==> config.mk <==
export PLATFORM = sky130hd
export DESIGN_NAME = vbi_vid_arb
export DESIGN_NICKNAME = d
export VERILOG_FILES = /design/src/rtl/vva_pkg.sv /design/src/rtl/vva_line_buf.sv /design/src/rtl/vva_out_fsm.sv /design/src/rtl/vbi_vid_arb.sv
export SDC_FILE = /design/constraint.sdc
export NUM_CORES = 2
export LEC_CHECK = 0
export ABC_AREA = 1
export BUFFER_PORTS_ARGS = -buffer_cell sky130_fd_sc_hd__buf_2
export CORE_ASPECT_RATIO = 0.5
export CORE_MARGIN = 4
export CORE_UTILIZATION = 28
export CTS_CLUSTER_DIAMETER = 80
export DETAILED_ROUTE_END_ITERATION = 12
export GPL_ROUTABILITY_DRIVEN = 0
export PLACE_DENSITY_LB_ADDON = 0.1
export SLEW_MARGIN = 20
export SYNTH_ARGS = -nofsm -noshare
export SYNTH_HDL_FRONTEND = slang
export SYNTH_SLANG_ARGS = --single-unit
==> constraint.sdc <==
create_clock -name clk -period 2.58 [get_ports clk]
set_clock_uncertainty 0.1 [all_clocks]
set_input_delay 0.129 -clock clk [delete_from_list [all_inputs] [get_ports clk]]
set_output_delay 0.129 -clock clk [all_outputs]
set_load 0.005 [all_outputs]
==> src/rtl/vva_pkg.sv <==
package vva_pkg;
    typedef enum logic [1:0] {ST_IDLE, ST_VIDEO, ST_ANC_HDR, ST_ANC_PAY} arb_st_t;
    typedef enum logic [1:0] {BF_FILL, BF_HELD, BF_SEND} buf_st_t;
    localparam int HDR_BYTES = 6;
endpackage

==> src/rtl/vva_line_buf.sv <==
module vva_line_buf
    import vva_pkg::*;
#(
    parameter int DW = 8,
    parameter int AW = 8
) (
    input  logic          clk,
    input  logic          rst_n,
    input  logic          in_valid,
    input  logic [DW-1:0] in_data,
    input  logic          in_eol,
    input  logic          grant,
    input  logic          pop,
    input  logic          release_i,
    output logic          line_rdy,
    output logic [AW-1:0] line_len,
    output logic [DW-1:0] rd_data,
    output logic          rd_last,
    output logic          ovf
);
    localparam int DEPTH = 1 << AW;
    localparam logic [AW-1:0] MAXLEN = AW'(DEPTH - 1);

    buf_st_t       bst, bst_nxt;
    logic [DW-1:0] mem [DEPTH];
    logic [AW-1:0] wptr, rptr, len;
    logic          disc;
    logic          busy;

    assign busy = (bst != BF_FILL);

    always_comb begin
        bst_nxt = bst;
        unique case (bst)
            BF_FILL: if (in_valid && in_eol && !disc) bst_nxt = BF_HELD;
            BF_HELD: if (grant) bst_nxt = BF_SEND;
            BF_SEND: if (release_i) bst_nxt = BF_FILL;
            default: bst_nxt = BF_FILL;
        endcase
    end

    always_ff @(posedge clk) begin
        if (!rst_n) bst <= BF_FILL;
        else        bst <= bst_nxt;
    end

    always_ff @(posedge clk) begin
        if (bst == BF_FILL && in_valid && !disc && wptr != MAXLEN)
            mem[wptr] <= in_data;
    end

    always_ff @(posedge clk) begin
        if (!rst_n) begin
            wptr <= '0;
            rptr <= '0;
            len  <= '0;
            disc <= 1'b0;
            ovf  <= 1'b0;
        end else begin
            if (!busy && in_valid) begin
                if (disc) begin
                    if (in_eol) begin
                        disc <= 1'b0;
                        ovf  <= 1'b1;
                    end
                end else begin
                    if (wptr != MAXLEN) wptr <= wptr + 1'b1;
                    else                ovf  <= 1'b1;
                    if (in_eol) begin
                        len  <= (wptr == MAXLEN) ? MAXLEN : wptr + 1'b1;
                        wptr <= '0;
                    end
                end
            end
            if (busy && in_valid) begin
                if (in_eol) begin
                    ovf  <= 1'b1;
                    disc <= 1'b0;
                end else begin
                    disc <= 1'b1;
                end
            end
            if (grant)    rptr <= '0;
            else if (pop) rptr <= rptr + 1'b1;
        end
    end

    assign line_rdy = (bst == BF_HELD);
    assign line_len = len;
    assign rd_data  = mem[rptr];
    assign rd_last  = (rptr == len - 1'b1);


    ovf_sticky_chk: assert property (@(posedge clk) disable iff (!rst_n)
        $past(ovf) |-> ovf);


    release_in_send_chk: assert property (@(posedge clk) disable iff (!rst_n)
        release_i |-> (bst == BF_SEND));
endmodule

==> src/rtl/vva_out_fsm.sv <==
module vva_out_fsm
    import vva_pkg::*;
#(
    parameter int          DW   = 8,
    parameter int          AW   = 8,
    parameter logic [7:0]  DID  = 8'h51,
    parameter logic [7:0]  SDID = 8'h0A
) (
    input  logic          clk,
    input  logic          rst_n,
    input  logic          line_rdy,
    input  logic [AW-1:0] line_len,
    input  logic [DW-1:0] rd_data,
    input  logic          rd_last,
    input  logic          vid_valid,
    input  logic [DW-1:0] vid_data,
    input  logic          vid_last,
    output logic          vid_ready,
    output logic          grant,
    output logic          pop,
    output logic          release_o,
    output logic          out_valid,
    output logic [DW-1:0] out_data,
    output logic          out_flag
);
    localparam int HCW = $clog2(HDR_BYTES);
    localparam logic [HCW-1:0] HLAST = HCW'(HDR_BYTES - 1);

    arb_st_t        st, st_nxt;
    logic [HCW-1:0] hcnt;
    logic [DW-1:0]  hdr_b;

    always_comb begin
        st_nxt = st;
        unique case (st)
            ST_IDLE:    if (line_rdy)               st_nxt = ST_ANC_HDR;
                        else if (vid_valid)         st_nxt = ST_VIDEO;
            ST_VIDEO:   if (vid_valid && vid_last)  st_nxt = ST_IDLE;
            ST_ANC_HDR: if (hcnt == HLAST)          st_nxt = ST_ANC_PAY;
            ST_ANC_PAY: if (rd_last)                st_nxt = ST_IDLE;
            default:                                st_nxt = ST_IDLE;
        endcase
    end

    always_ff @(posedge clk) begin
        if (!rst_n) begin
            st   <= ST_IDLE;
            hcnt <= '0;
        end else begin
            st   <= st_nxt;
            hcnt <= (st == ST_ANC_HDR) ? hcnt + 1'b1 : '0;
        end
    end

    assign vid_ready = (st == ST_VIDEO);
    assign grant     = (st == ST_IDLE) && line_rdy;
    assign pop       = (st == ST_ANC_PAY);
    assign release_o = (st == ST_ANC_PAY) && rd_last;

    always_comb begin
        case (hcnt)
            3'd0:    hdr_b = 8'h00;
            3'd1:    hdr_b = 8'hFF;
            3'd2:    hdr_b = 8'hFF;
            3'd3:    hdr_b = DID;
            3'd4:    hdr_b = SDID;
            default: hdr_b = DW'(line_len);
        endcase
    end

    always_ff @(posedge clk) begin
        if (!rst_n) begin
            out_valid <= 1'b0;
            out_flag  <= 1'b0;
            out_data  <= '0;
        end else begin
            out_valid <= 1'b0;
            out_flag  <= 1'b0;
            unique case (st)
                ST_IDLE: ;
                ST_VIDEO: if (vid_valid) begin
                    out_valid <= 1'b1;
                    out_data  <= vid_data;
                end
                ST_ANC_HDR: begin
                    out_valid <= 1'b1;
                    out_flag  <= 1'b1;
                    out_data  <= hdr_b;
                end
                ST_ANC_PAY: begin
                    out_valid <= 1'b1;
                    out_flag  <= 1'b1;
                    out_data  <= rd_data;
                end
                default: ;
            endcase
        end
    end


    hdr_start_chk: assert property (@(posedge clk) disable iff (!rst_n)
        $rose(out_flag) |-> (out_valid && out_data == 8'h00));


    vbi_first_chk: assert property (@(posedge clk) disable iff (!rst_n)
        (st == ST_IDLE && line_rdy && vid_valid) |=> !vid_ready);
endmodule

==> src/rtl/vbi_vid_arb.sv <==
module vbi_vid_arb #(
    parameter int         DW   = 8,
    parameter int         AW   = 8,
    parameter logic [7:0] DID  = 8'h51,
    parameter logic [7:0] SDID = 8'h0A
) (
    input  logic          clk,
    input  logic          rst_n,
    input  logic          vid_valid,
    input  logic [DW-1:0] vid_data,
    input  logic          vid_last,
    output logic          vid_ready,
    input  logic          vbi_valid,
    input  logic [DW-1:0] vbi_data,
    input  logic          vbi_eol,
    output logic          out_valid,
    output logic [DW-1:0] out_data,
    output logic          out_vbi_flag,
    output logic          vbi_overflow
);
    logic          line_rdy, rd_last, grant, pop, rel;
    logic [AW-1:0] line_len;
    logic [DW-1:0] rd_data;

    vva_line_buf #(.DW(DW), .AW(AW)) i_buf (
        .clk(clk), .rst_n(rst_n),
        .in_valid(vbi_valid), .in_data(vbi_data), .in_eol(vbi_eol),
        .grant(grant), .pop(pop), .release_i(rel),
        .line_rdy(line_rdy), .line_len(line_len),
        .rd_data(rd_data), .rd_last(rd_last), .ovf(vbi_overflow)
    );

    vva_out_fsm #(.DW(DW), .AW(AW), .DID(DID), .SDID(SDID)) i_fsm (
        .clk(clk), .rst_n(rst_n),
        .line_rdy(line_rdy), .line_len(line_len),
        .rd_data(rd_data), .rd_last(rd_last),
        .vid_valid(vid_valid), .vid_data(vid_data), .vid_last(vid_last),
        .vid_ready(vid_ready), .grant(grant), .pop(pop), .release_o(rel),
        .out_valid(out_valid), .out_data(out_data), .out_flag(out_vbi_flag)
    );


    no_flag_in_video_chk: assert property (@(posedge clk) disable iff (!rst_n)
        !(out_vbi_flag && vid_ready));
endmodule

==> run metrics <==
Worst-Margin Slew 927 ps; Levels on crit path 14; Post-Route WL 301000 microns; status complete, but fails checks; Final Hold Vio Count 0; r2r endpoint i_fsm.out_data[1]; post-route setup TNS -389 ps; CTS Buf Count 216; Post-synth EDFFs 2048; Max-slew headroom 38.1%; Mapped Area 0.0854 sq mm; register area share after synthesis 73.2%; pwr/cell area 725 mW/mm^2; placed instance area 0.0965 sq mm; ys flop type edfxtp_1; Critical Setup Path Class reg2reg; CP max stage cell dfxtp_4; number of library cell types mapped by synthesis 34; width of the die 789 microns; num rows 143; reg2reg path depth 14; Synth top area share 72.0%; H-Tree Depth 4; Synth area leaders edfxtp_1 72%, nand3_1 12%, nand2_1 9.3%; Max Clk Rate 376 MHz; P_leak 36.9 nW; crit path buf inv count 4; maxcap violations 0; antenna violations before repair 20; Detail Placement HPWL 190000 microns; CP arrival 3360 ps; Core ar. 0.304 sq mm; failing checks setup timing; Pre-antenna DRT Iters 5; via count 57800; vias in the first global route 57100; CTS Buffer Depth 4; clock tree sinks 2099; Gate Count Post-Synth 7258; DRC 0; slowest stage delay, CP 370 ps; CP delay by family, top simple AND/OR/NAND/NOR gates; clock insertion delay at the later pin of the skew report 900 ps; Slew Limit Fails 0; Worst Setup EP i_fsm.out_data[1]; HP Class in2reg; crit-path cells buf_12 -> inv_16 -> buf_16 -> buf_16 -> nand2_1 -> nand3_1 -> nand3_1 -> nand3_1 -> nand3_1 -> nand3_1 -> nand3_2 -> nand3_1 -> nand3_1 -> a21oi_1; R2R setup slack -80 ps; vias per cell 4.78; # IOs 34; most used cell, CP nand3_1; Initial Util 28.1%; final cell count without fillers 12100; fin crit share 103%; root buf cell clkbuf_16; Crit path required time 3280 ps; final core utilization 34.5%; Crit Path Max Fanout 21; Clock transition at path regs 60 ps; fin worst setup slack -80.8 ps; hold-critical path depth 6; multi-input combinational cell area 0.0213 sq mm; top-count cell post-synth nand2_1; Worst VDD drop 0.000492 V; post-detailed-route wirelength per cell 24.9 microns; GRT Total Usage 18.8%; DR iter-0 viols 5176; Yosys top cell by area edfxtp_1; yosys synthesis warning count 0; layout net count 7909; post-layout min period 2660 ps; Avg Synthesized Cell Area 11.8 sq um; Seq. cell area 0.0625 sq mm; CTS tree yes; # setup viols final 13; RSZ-0062 raised after global routing true; port bufs 33; post-route cell area 0.105 sq mm; Die Span Y 399 microns; Antenna Nets Post-Route 0; die area 0.315 sq mm; GRT overflow 0; largest net degree at the start of global routing 78; #FFs+latches synth 2099; share of layout cells above drive strength 1 16.7%; area growth from synthesis to layout 22.8%; first-pass GRT wire length 429000 microns; ys async rst share 0%; CP Capture Type flip-flop; Inst Count DP 11700; Placement Setup Slack -507 ps; filler cell count 30300; top cells by count, synth 2120 x nand2_1, 2062 x nand3_1, 2048 x edfxtp_1; Setup crit start kind flip-flop
## worst min-delay path: stages
cell and delay [ps]:
dlygate4sd3_1 530, buf_2 130, clkinv_1 50, nor2_1 80, nand2_1 70, nor2_1 50
## where the power goes
part / total, mW / internal [mW] / leakage [nW] / switching, mW
logic: 8.34 / 2.85 / 14.9 / 5.49
registers: 37.6 / 37.5 / 18.8 / 0.106
clock network: 30.1 / 16.5 / 3.14 / 13.6
## cells in the final DEF, fill, tap and decap left out, types with 50 or more instances in the layout
cell,count
buf_12,156
buf_4,606
clkbuf_1,59
clkbuf_16,219
clkinv_1,60
edfxtp_1,2048
inv_1,59
nand2_1,2111
nand3_1,1921
nand3_2,116
nor2_1,247
nor2_2,50
## kinds of logic (layout without fill, tap and decap cells)
kind of cell	after synthesis	after routing	share of synthesized area, %
AND/OR/NAND/NOR	4505	4505	22.9
flip-flops	2099	2099	73.2
AO/OA/AOI/OAI	77	77	0.520
XOR/XNOR	9	9	0.0923
other	1	12	0.00439
buffers and inverters	556	1327	3.19
adder cells (fa/ha/maj)	11	11	0.161
## stage by stage
step                hold WS, ps  total power, mW
floorplan                   118             42.2
global placement            325             46.2
detailed placement          330             46.2
CTS                        79.6             77.0
global route                154             79.2
finish                      135             76.1
## registers in the layout (all words and copies together) (netlist names), named ones only
signal,flops
i_fsm.hcnt,3
i_buf.wptr,8
i_fsm.out_data,8
i_fsm.out_valid,1
i_buf.mem,2048
i_buf.rptr,8
i_fsm.out_flag,1
i_buf.bst,2
i_buf.line_len,8
i_fsm.st,2
i_buf.ovf,1
i_buf.disc,1
## routing by layer
layer,vias up,GRT usage (%),share of wire (%)
met1,29000,27.0,47
li1,27100,-,-
met4,6,5.15,2.8
met5,-,0,0.012
met2,1355,29.0,44
met3,404,3.51,5.6
## area by class of cell
type	count	share of cell area (%)
Timing Repair inverter	2	0.0310
Antenna cell	4	0.00954
Multi-Input combinational cell	4610	20.3
Inverter	69	0.289
Tap cell	4060	4.84
Clock inverter	100	0.717
Timing Repair Buffer	878	8.81
Sequential cell	2099	59.6
Clock buffer	278	5.42
## how the worst min path moves through the flow
stage                     startpoint          to
after floorplan              vbi_eol  i_buf.disc
after detailed placement   vbi_valid  i_buf.disc
final                          rst_n   flip-flop
after global routing           rst_n   flip-flop
after CTS                      rst_n   flip-flop
after global placement     vbi_valid  i_buf.disc
## timing repair
item	in CTS	in global routing
resized for setup	215	69
endpoints found under the setup margin	64	522
pin swaps	17	1
setup buffers	13	0
endpoints found under the hold margin	2026	0
gates cloned	10	1
hold buffers	24	0
Power figures use the tool's default switching activity.
